## src/rtl/tls_pkg.sv

```systemverilog
// Shared types for the telemetry line sequencer.
package tls_pkg;
    typedef enum logic [2:0] {
        ST_IDLE      = 3'd0,
        ST_SEND      = 3'd1,
        ST_SEND_DONE = 3'd2,
        ST_RECV      = 3'd3,
        ST_RECV_DONE = 3'd4,
        ST_HOLD      = 3'd5
    } seq_state_t;
endpackage

```

## src/rtl/tls_us_timer.sv

```systemverilog
// One-shot interval timer. A load takes an interval in microseconds and
// converts it to clock cycles. The done strobe is placed so that the owner
// changes state exactly us_val*CLK_PER_US cycles after the edge one cycle
// before the load.
// Assumes us_val*CLK_PER_US >= 3 and no load while running.
module tls_us_timer #(
    parameter int CLK_PER_US = 125,
    parameter int US_W       = 11
) (
    input  logic            clk,
    input  logic            rst_n,
    input  logic            load,
    input  logic [US_W-1:0] us_val,
    output logic            done
);
    localparam int CNT_W = US_W + $clog2(CLK_PER_US + 1) + 2;
    localparam int LAT   = 2;

    logic [CNT_W-1:0] cnt;
    logic             running;

    // Count down the loaded interval; stop at zero.
    always_ff @(posedge clk) begin
        if (!rst_n) begin
            cnt     <= '0;
            running <= 1'b0;
        end else if (load) begin
            cnt     <= CNT_W'(us_val) * CNT_W'(CLK_PER_US) - CNT_W'(LAT);
            running <= 1'b1;
        end else if (running) begin
            if (cnt == '0) running <= 1'b0;
            else           cnt     <= cnt - 1'b1;
        end
    end

    assign done = running && (cnt == '0);

    // a fresh interval never ends in the cycle right after loading.
    a_r2_no_early_done: assert property (@(posedge clk) disable iff (!rst_n)
        load |=> !done);
endmodule

```

## src/rtl/tls_edge_cap.sv

```systemverilog
// Edge capture for the telemetry window. The line is qualified by a
// run-length filter: the filtered level changes only after FILT_LEN
// consecutive equal samples. Each change is one edge, of either polarity.
// The edge count saturates at MAX_EDGES. Assumes the idle line level is high.
module tls_edge_cap #(
    parameter int FILT_LEN  = 3,
    parameter int MAX_EDGES = 21,
    localparam int CNT_W    = $clog2(MAX_EDGES + 1)
) (
    input  logic             clk,
    input  logic             rst_n,
    input  logic             en,
    input  logic             clear,
    input  logic             line_in,
    output logic [CNT_W-1:0] count
);
    logic [FILT_LEN-1:0] hist;
    logic                filt;
    logic                edge_stb;

    assign edge_stb = en && (((&hist) && !filt) || ((~|hist) && filt));

    // Shift line samples in during the window; park at idle-high otherwise.
    always_ff @(posedge clk) begin
        if (!rst_n || !en) begin
            hist <= '1;
            filt <= 1'b1;
        end else begin
            hist <= {hist[FILT_LEN-2:0], line_in};
            if (edge_stb) filt <= ~filt;
        end
    end

    // Count qualified edges with saturation; clear when a window opens.
    always_ff @(posedge clk) begin
        if (!rst_n || clear)
            count <= '0;
        else if (edge_stb && count < CNT_W'(MAX_EDGES))
            count <= count + 1'b1;
    end

    // the count never passes the cap.
    a_r8_count_cap: assert property (@(posedge clk) disable iff (!rst_n)
        count <= CNT_W'(MAX_EDGES));
    // outside a window the count holds.
    a_r7_count_hold: assert property (@(posedge clk) disable iff (!rst_n)
        (!en && !clear) |=> $stable(count));
    // a change of filtered level needs the line to agree with it.
    a_r9_filter_agrees: assert property (@(posedge clk) disable iff (!rst_n)
        (en && $past(en) && $changed(filt)) |-> (filt == $past(line_in)));
endmodule

```

## src/rtl/tls_chan_rotator.sv

```systemverilog
// Telemetry channel selector. On init it picks the lowest eligible channel,
// or channel 0 if none is eligible. On advance it steps to the nearest
// eligible channel after the current one, modulo NCH. It keeps the current
// channel when no other channel is eligible.
module tls_chan_rotator #(
    parameter int NCH      = 4,
    localparam int CH_W    = $clog2(NCH)
) (
    input  logic            clk,
    input  logic            rst_n,
    input  logic [NCH-1:0]  eligible,
    input  logic            init,
    input  logic            advance,
    output logic [CH_W-1:0] chan
);
    logic [CH_W-1:0] nxt_rot;
    logic [CH_W-1:0] nxt_low;

    // Nearest eligible successor; descending scan so the smallest step wins.
    always_comb begin
        nxt_rot = chan;
        for (int i = NCH - 1; i >= 1; i--) begin
            if (eligible[(int'(chan) + i) % NCH])
                nxt_rot = CH_W'((int'(chan) + i) % NCH);
        end
    end

    // Lowest eligible channel; descending scan so the lowest index wins.
    always_comb begin
        nxt_low = '0;
        for (int i = NCH - 1; i >= 0; i--) begin
            if (eligible[i]) nxt_low = CH_W'(i);
        end
    end

    // Selection register.
    always_ff @(posedge clk) begin
        if (!rst_n)       chan <= '0;
        else if (init)    chan <= nxt_low;
        else if (advance) chan <= nxt_rot;
    end

    // a rotation only moves to an eligible channel.
    a_r5_rot_eligible: assert property (@(posedge clk) disable iff (!rst_n)
        (advance && !init && $stable(eligible)) |=> (chan == $past(chan)) || eligible[chan]);
    // setup with any eligible channel lands on an eligible one.
    a_r6_init_eligible: assert property (@(posedge clk) disable iff (!rst_n)
        (init && (|eligible)) |=> eligible[chan]);
endmodule

```

## src/rtl/telem_line_seq.sv

```systemverilog
// Top of the bidirectional telemetry line sequencer. It runs the frame
// sequence IDLE -> SEND -> SEND_DONE -> RECV -> RECV_DONE -> IDLE, or
// SEND_DONE -> HOLD -> IDLE when no telemetry is taken. It sizes the receive
// window and the quiet gap from the send time, owns the pin direction and
// drives capture and channel rotation.
// Assumes tx_done follows tx_start, and that the masks stay steady during a frame.
module telem_line_seq #(
    parameter int CLK_PER_US = 125,
    parameter int SEND_W     = 10,
    parameter int NCH        = 4,
    parameter int REPLY_US   = 30,
    parameter int MARGIN_US  = 10,
    parameter int GAP_US     = 40,
    parameter int LED_GAP_US = 50,
    parameter int FILT_LEN   = 3,
    parameter int MAX_EDGES  = 21
) (
    input  logic                             clk,
    input  logic                             rst_n,
    input  logic                             tx_start,
    input  logic                             tx_done,
    input  logic [SEND_W-1:0]                send_us,
    input  logic [NCH-1:0]                   chan_en,
    input  logic [NCH-1:0]                   cap_mask,
    input  logic                             bidir_en,
    input  logic                             led_mode,
    input  logic                             cfg_load,
    input  logic                             line_in,
    input  logic                             decode_done,
    output logic                             pin_drive,
    output logic                             cap_en,
    output logic [$clog2(NCH)-1:0]           tel_chan,
    output logic                             rx_done,
    output logic [$clog2(MAX_EDGES+1)-1:0]   edge_cnt,
    output logic                             tx_ok
);
    import tls_pkg::*;

    localparam int US_W = SEND_W + 2;

    seq_state_t      state;
    logic            tmr_load;
    logic            tmr_done;
    logic [US_W-1:0] interval_us;
    logic            take_telem;
    logic            win_close;

    assign take_telem = bidir_en && !led_mode;
    assign tmr_load   = (state == ST_SEND_DONE);
    assign win_close  = (state == ST_RECV) && tmr_done;
    assign tx_ok      = (state == ST_IDLE);

    // Interval chosen by mode: receive window, LED gap or command gap.
    always_comb begin
        if (led_mode)
            interval_us = US_W'(LED_GAP_US);
        else if (bidir_en)
            interval_us = US_W'(send_us) + US_W'(REPLY_US + MARGIN_US);
        else
            interval_us = US_W'(send_us) + US_W'(REPLY_US + GAP_US);
    end

    // Frame sequence state machine.
    always_ff @(posedge clk) begin
        if (!rst_n) state <= ST_IDLE;
        else begin
            unique case (state)
                ST_IDLE:      if (tx_start) state <= ST_SEND;
                ST_SEND:      if (tx_done) state <= ST_SEND_DONE;
                ST_SEND_DONE: state <= take_telem ? ST_RECV : ST_HOLD;
                ST_RECV:      if (tmr_done) state <= ST_RECV_DONE;
                ST_RECV_DONE: if (decode_done) state <= ST_IDLE;
                ST_HOLD:      if (tmr_done) state <= ST_IDLE;
                default:      state <= ST_IDLE;
            endcase
        end
    end

    // Pin direction and capture enable, turned around at window edges.
    always_ff @(posedge clk) begin
        if (!rst_n) begin
            pin_drive <= 1'b1;
            cap_en    <= 1'b0;
        end else if (state == ST_SEND_DONE && take_telem) begin
            pin_drive <= 1'b0;
            cap_en    <= 1'b1;
        end else if (win_close) begin
            pin_drive <= 1'b1;
            cap_en    <= 1'b0;
        end
    end

    // Receive-complete pulse.
    always_ff @(posedge clk) begin
        if (!rst_n) rx_done <= 1'b0;
        else        rx_done <= win_close;
    end

    tls_us_timer #(.CLK_PER_US(CLK_PER_US), .US_W(US_W)) u_timer (
        .clk(clk), .rst_n(rst_n), .load(tmr_load), .us_val(interval_us), .done(tmr_done)
    );

    tls_edge_cap #(.FILT_LEN(FILT_LEN), .MAX_EDGES(MAX_EDGES)) u_cap (
        .clk(clk), .rst_n(rst_n), .en(cap_en),
        .clear(state == ST_SEND_DONE && take_telem),
        .line_in(line_in), .count(edge_cnt)
    );

    tls_chan_rotator #(.NCH(NCH)) u_rot (
        .clk(clk), .rst_n(rst_n), .eligible(chan_en & cap_mask),
        .init(cfg_load), .advance(win_close), .chan(tel_chan)
    );

    // the pin is never driven while capture is open.
    a_r2_turnaround: assert property (@(posedge clk) disable iff (!rst_n)
        cap_en |-> !pin_drive);
    // receive-complete is a single-cycle pulse ending an open window.
    a_r2_rx_pulse: assert property (@(posedge clk) disable iff (!rst_n)
        rx_done |-> ($past(cap_en) && !cap_en) ##1 !rx_done);
    // a stray tx_done inside the window does not restart the sequence.
    a_r10_txdone_ignored: assert property (@(posedge clk) disable iff (!rst_n)
        (state == ST_RECV && tx_done && !tmr_done) |=> (state == ST_RECV));
    // no new frame until the decoder has confirmed.
    a_r11_wait_decode: assert property (@(posedge clk) disable iff (!rst_n)
        (state == ST_RECV_DONE && !decode_done) |=> !tx_ok);
    // LED mode never opens a capture window.
    a_r4_led_no_window: assert property (@(posedge clk) disable iff (!rst_n)
        (state == ST_SEND_DONE && led_mode) |=> !cap_en);
endmodule

```

## config.mk

```make
export PLATFORM = sky130hd
export DESIGN_NAME = telem_line_seq
export DESIGN_NICKNAME = d
export VERILOG_FILES = /design/src/rtl/tls_pkg.sv /design/src/rtl/tls_us_timer.sv /design/src/rtl/tls_edge_cap.sv /design/src/rtl/tls_chan_rotator.sv /design/src/rtl/telem_line_seq.sv
export SDC_FILE = /design/constraint.sdc
export NUM_CORES = 1
export LEC_CHECK = 0
export BUFFER_PORTS_ARGS = -buffer_cell sky130_fd_sc_hd__buf_2
export CAP_MARGIN = 40
export CORE_MARGIN = 2
export CORE_UTILIZATION = 55
export CTS_BUF_LIST = sky130_fd_sc_hd__clkbuf_16
export CTS_CLUSTER_DIAMETER = 120
export DETAILED_ROUTE_END_ITERATION = 12
export GPL_TIMING_DRIVEN = 0
export PLACE_DENSITY = 0.75
export SETUP_SLACK_MARGIN = 0.5
export SLEW_MARGIN = 20
export SYNTH_ARGS = -nofsm -noshare
export SYNTH_HDL_FRONTEND = slang
export SYNTH_HIERARCHICAL = 1
export SYNTH_SLANG_ARGS = --single-unit
```

## constraint.sdc

```tcl
create_clock -name clk -period 7.2 [get_ports clk]
set_clock_uncertainty 0.2 [all_clocks]
set_input_delay 0 -clock clk [delete_from_list [all_inputs] [get_ports clk]]
set_output_delay 0 -clock clk [all_outputs]
set_load 0.005 [all_outputs]
```

# [After elaboration in Yosys (flattened, before gate mapping)]
# Index checks and enable logic that the tools add are counted.
[totals] register_bits=39 input_bits=27 word_cells=106
[classes] multipliers=1 eq_ne=11 bitwise_logic=5 n_reduce_logical=30 n_mux=37 addsub=8 magnitude_cmp=4
[ops] operator="21-bit 2-to-1 mux" n=3
[ops] operator="11-bit 2-to-1 mux" n=2
[ops] operator="21-bit zero test" n=1
[ops] operator="21-bit by 1-bit subtractor with 21-bit output (second input constant)" n=1
[ops] operator="19-bit by 2-bit subtractor with 20-bit output (second input constant)" n=1
[ops] operator="11-bit by 7-bit multiplier with 18-bit output (second input constant)" n=1
[ops] operator="2-bit 2-to-1 mux" n=9
[ops] operator="3-bit 2-to-1 mux" n=6
[ops] operator="3-bit one-hot mux with 6 select lines" n=1
[ops] operator="1-bit 2-to-1 mux" n=13
[ops] operator="3-bit by 4-bit less-than comparator with 1-bit output (second input constant)" n=3
[ops] operator="2-bit != test (second input constant)" n=6
[ops] operator="10-bit by 6-bit adder with 11-bit output (second input constant)" n=1
[ops] operator="10-bit by 7-bit adder with 11-bit output (second input constant)" n=1
[ops] operator="1-bit logical AND" n=8
[ops] operator="1-bit binary-select mux with 2-bit select" n=3
[ops] operator="3-bit by 2-bit == test with 1-bit output (second input constant)" n=2
[ops] operator="3-bit == test (second input constant)" n=2
[ops] operator="2-bit nonzero test" n=3
[ops] operator="2-bit OR reduction" n=3
[ops] operator="5-bit by 1-bit adder with 5-bit output (second input constant)" n=1
[ops] operator="1-bit zero test" n=5
[ops] operator="5-bit less-than comparator (second input constant)" n=1
[ops] operator="5-bit AND reduction" n=1
[ops] operator="12 further kinds" n=18

# [Depth between registers and ports, before layout]
[depth] depth_word=11 depth_mapped=22 ltp_nobuf=21

# [By module]
# Netlist, hierarchy kept.
[by_module_without_submodules] module="tls_us_timer" area_per_inst_um2=3617.2 cells_per_inst=422 instances=1
[by_module_without_submodules] module="telem_line_seq" area_per_inst_um2=679.4 cells_per_inst=90 instances=1
[by_module_without_submodules] module="tls_edge_cap" area_per_inst_um2=389.1 cells_per_inst=41 instances=1
[by_module_without_submodules] module="tls_chan_rotator" area_per_inst_um2=245.2 cells_per_inst=32 instances=1

# [Worst setup path after synthesis]
# Ideal clock, no wire load.
[synth_timing] kind="input to register" startpoint="input port send_us[1]" endpoint="register u_timer.cnt[18]" path_buffers=0 stages=21 setup_ns=0.112 path_slack_ns=2.155 t_required_ns=6.888 arrival_ns=4.733 path_cell_list="inv_1 -> ha_1 -> and3b_1 -> o211ai_2 -> or3_1 -> a21oi_1 -> inv_1 -> fa_1 -> inv_1 -> fa_1 -> fa_1 -> inv_1 -> fa_1 -> inv_1 -> ha_1 -> a21oi_1 -> o21ai_0 -> a31o_2 -> a21oi_1 -> xor2_1 -> a2111oi_1"
[synth_via] elab_chain_cells=6 word_cells_on_any_way=7
[synth_lines] item="start, declared" line="telem_line_seq.sv:22" text="input logic [SEND_W-1:0] send_us,"
[synth_lines] item="10-bit by 7-bit adder with 11-bit output or 10-bit by 6-bit adder with 11-bit output (tied branches)" line="telem_line_seq.sv:60, telem_line_seq.sv:58"
[synth_lines] item="11-bit 2-to-1 mux (*)" line="telem_line_seq.sv:57" text="else if (bidir_en)"
[synth_lines] item="11-bit 2-to-1 mux (*)" line="telem_line_seq.sv:55" text="if (led_mode)"
[synth_lines] item="via interval_us[9]" line="telem_line_seq.sv:44" text="logic [US_W-1:0] interval_us;"
[synth_lines] item="11-bit by 7-bit multiplier with 18-bit output (*)" line="tls_us_timer.sv:28" text="cnt <= CNT_W'(us_val) * CNT_W'(CLK_PER_US) - CNT_W'(LAT);"
[synth_lines] item="19-bit by 2-bit subtractor with 20-bit output (*)" line="tls_us_timer.sv:28"
[synth_lines] item="21-bit 2-to-1 mux (*)" line="tls_us_timer.sv:27" text="end else if (load) begin"
[synth_lines] item="end signal, assigned" line="tls_us_timer.sv:28"
[synth_lines] item="end signal, assigned" line="tls_us_timer.sv:32" text="else cnt <= cnt - 1'b1;"
[synth_lines] item="end, declared" line="tls_us_timer.sv:19" text="logic [CNT_W-1:0] cnt;"
# The timed path passes the listed nets; every way through them passes the cells marked *.
# A chain may end at the register's enable or synchronous reset.

# [Final worst setup path]
[layout_timing] startpoint="input port led_mode" endpoint="register u_timer.cnt[18]"
[layout_via] elab_chain_cells=4
[layout_lines] item="start, declared" line="telem_line_seq.sv:26" text="input logic led_mode,"
[layout_lines] item="11-bit 2-to-1 mux" line="telem_line_seq.sv:55"
[layout_lines] item="via interval_us[4]" line="telem_line_seq.sv:44"
[layout_lines] item="11-bit by 7-bit multiplier with 18-bit output" line="tls_us_timer.sv:28"
[layout_lines] item="19-bit by 2-bit subtractor with 20-bit output" line="tls_us_timer.sv:28"
[layout_lines] item="21-bit 2-to-1 mux" line="tls_us_timer.sv:27"
# The timed path passes the listed nets, and every way through them passes these cells.

==> impl_metrics.tcl <==
set metrics [dict create \
    dieArea_sq_um 9740 \
    synth_compound_gate_area_share_pct 17.4 \
    syn_to_final_growth_pct 12.5 \
    cts_buffers 5 \
    setup_viol 0 \
    vias_per_cell 5.37 \
    io_buffers 36 \
    status "complete, no violations" \
    fp-row-count 34 \
    max-vdd-ir-drop_uv 223 \
    ys_top_cells_by_count "inv_1, ha_1, fa_1" \
    clk_latency_ps 280 \
    ios 38 \
    n_antenna_cell 0 \
    async_reset_ff_share_pct 0 \
    post-synth-top-count-cell "inv_1" \
    synth.area.mux_share_pct 1.04 \
    totalWireLength_microns 9900 \
    drv_slew 0 \
    rr_startpoint "u_timer/cnt[0]" \
    critPathBufInv 7 \
    synth_warnings 6 \
    grt_usage_pct 21.6 \
    crit_chain "dlygate4sd3_1 -> buf_2 -> clkbuf_1 -> nor3_1 -> a21oi_1 -> inv_1 -> fa_1 -> inv_1 -> fa_1 -> fa_1 -> inv_1 -> fa_1 -> inv_1 -> ha_1 -> o211ai_1 -> o21a_1 -> o21ai_0 -> a21oi_1 -> xor2_1 -> a2111oi_1" \
    hold_viol 0 \
    grt_overflow 0 \
    cts.clk_slew.worst_paths_ps 60 \
    synth_area_leaders "fa_1, dfxtp_1, ha_1" \
    fmax_mhz 177 \
    hpwl_microns 8000 \
    dp_slack_ps 1570 \
    synth_top_cell_area_share_pct 16.2 \
    synth_top_area_cell "fa_1" \
    max_cap_violations 0 \
    slowest_delay_ps 540 \
    fin_tns_setup_ps 0 \
    finalCoreUtilization_pct 63.6 \
    path_class "primary input to register" \
    synth-xor-area-share_pct 7.28 \
    worstPathMaxFanout 10 \
    grt_pass1_wl_microns 17900 \
    ys_seq_area_share_pct 15.8 \
    cts.sinks 39 \
    syn-cell-area_sq_um 4930 \
    worst_slack_ps 1560 \
    fin_crit_sh_pct 78.4 \
    htree_levels 2 \
    synth_simple_gate_area_share_pct 17.9 \
    crit_family "adder cells" \
    synth_ff_type "dfxtp_1" \
    powerDensity_nw_per_um2 349 \
    hold_class "primary input to register" \
    postRouteAntennaNets 0 \
    num-nets-final 765 \
    synthCells 585 \
    grt_max_degree 15 \
    crit_slowest_cell "dlygate4sd3_1" \
    die_height_microns 98.7 \
    tightestPinTransition_ps 748 \
    slew_headroom_pct 49.7 \
    grt_setup_unrepaired "false" \
    root_buffer "clkbuf_16" \
    cts_tree "done" \
    synth.distinct_cells 67 \
    syn_area_per_cell_sq_um 8.43 \
    gp_congestion 0.876 \
    grt_pass1_vias 4098 \
    startpoint "led_mode" \
    drc 0 \
    r2r-end "u_rot/chan[0]" \
    drt_iter0_markers 100 \
    antenna_found_initial 0 \
    num_vias 4031 \
    drt_first_pass_iters 4 \
    synth_top_family_by_area "adder cells" \
    crit_arrival_ps 5610 \
    reg2reg_slack_ps 3690 \
    end_kind "register" \
    yosys.area_share.adder_pct 30.4 \
    core_sq_um 8720 \
    reg2regPathDepth 10 \
    critical_path_depth 20 \
    start_util_pct 56.5 \
    ys_seq_elements 39 \
    crit_path_end "u_timer/cnt[18]" \
    clockBufferDepth 2 \
    nFillCells 738 \
    drive_above_1_share_pct 12.4 \
    routedWlPerCell_microns 13.2 \
    start_kind "primary input" \
    synth_edf_count 0 \
    finalWorstPathRequiredPeriod_ps 5640 \
    power.leakage_nw 2.61 \
    fp.dieW_microns 98.7 \
    crit_required_ps 7170 \
]
## layout by cell type, fill, tap and decap left out, drive strengths merged, types with 3 or more instances in the layout
cell / synthesis / routed
a211oi: 17 / 17
a21boi: 3 / 3
a21o: 5 / 5
a21oi: 34 / 34
a31oi: 4 / 4
and2: 7 / 7
and3: 4 / 4
and4: 3 / 3
buf: 4 / 42
clkbuf: 7 / 12
conb: 1 / 5
dfxtp: 39 / 39
dlygate4sd3: 0 / 8
fa: 40 / 40
ha: 56 / 56
inv: 114 / 115
mux2i: 4 / 4
nand2: 26 / 26
nand2b: 9 / 9
nand3: 3 / 3
nor2: 35 / 35
nor2b: 9 / 9
nor3: 10 / 10
nor3b: 5 / 5
nor4: 10 / 10
o211ai: 6 / 6
o21a: 4 / 4
o21ai: 28 / 28
o21bai: 3 / 3
o22ai: 6 / 6
or2: 6 / 6
or3: 10 / 10
or3b: 4 / 4
or4: 3 / 3
xnor2: 26 / 26
xor2: 15 / 15
## power by group
part           switching, mW  internal (mW)  total [mW]
sequential            0.0250          0.239       0.264
combinational          0.794          0.587        1.38
clock                 0.0920          0.201       0.293
## cells by family (layout without fill, tap and decap cells)
group                    count (synthesis)  count (layout)
AO/OA/AOI/OAI                          124             124
flip-flops                              39              39
AND/OR/NAND/NOR                        154             154
buffers and inverters                  125             179
adder cells (fa/ha/maj)                 96              96
multiplexers                             5               5
other                                    1               5
XOR/XNOR                                41              41
## metal layers
layer	vias to the layer above	wire, microns	GRT usage, %
met5	-	0	0
met4	0	106	4.43
met3	9	161	1.56
met2	50	5130	40.2
met1	1895	4490	27.6
li1	2077	-	-
## tightest hold or removal path, delay by kind of cell
kind                   cells  cell delay (ps)
buffers and inverters      1              120
AND/OR/NAND/NOR            2              310
AO/OA/AOI/OAI              1               90
## layout make-up
type | instances | area, sq um | share of cell area [%]
Buffer | 11 | 67.6 | 1.22
Clock buffer | 5 | 125 | 2.26
Clock inverter | 3 | 71.3 | 1.29
Inverter | 114 | 428 | 7.71
Multi-Input combinational cell | 425 | 3670 | 66.1
Sequential cell | 39 | 781 | 14.1
Tap cell | 108 | 135 | 2.44
Timing Repair Buffer | 46 | 270 | 4.87
## worst min path at each step
stage / from / endpoint / slack (ps) / depth (start not counted)
global placement: line_in / u_cap/hist[0] / -20 / 2
global route: bidir_en / state[1] / 140 / 4
CTS: bidir_en / cap_en / 80 / 4
finish: bidir_en / state[1] / 80 / 4
detailed placement: line_in / u_cap/hist[0] / -9 / 2
floorplan: rst_n / pin_drive / -140 / 1
## registers in the layout, indices dropped and copies added (netlist names)
register,count
u_timer/cnt,21
u_cap/count,5
state,3
u_cap/hist,3
u_rot/chan,2
cap_en,1
pin_drive,1
rx_done,1
u_cap/filt,1
u_timer/running,1
## metrics by stage
step                      hold WS [ps]  std cells  power [mW]  instance area (sq um)
final                             84.4        751        1.94                   5550
after global routing               136        751        2.17                   5550
after detailed placement         -8.87        735        1.64                   5270
after CTS                         82.2        751        1.94                   5550
after global placement           -15.1        733        1.61                   5260
after floorplan                   -138        589        1.39                   4950
## timing repair
action,4_1_cts,5_1_grt
hold buffers,8,0
gates resized for setup,0,0
buffers inserted,0,0
hold endpoints to repair,16,0
Power figures use the tool's default switching activity.
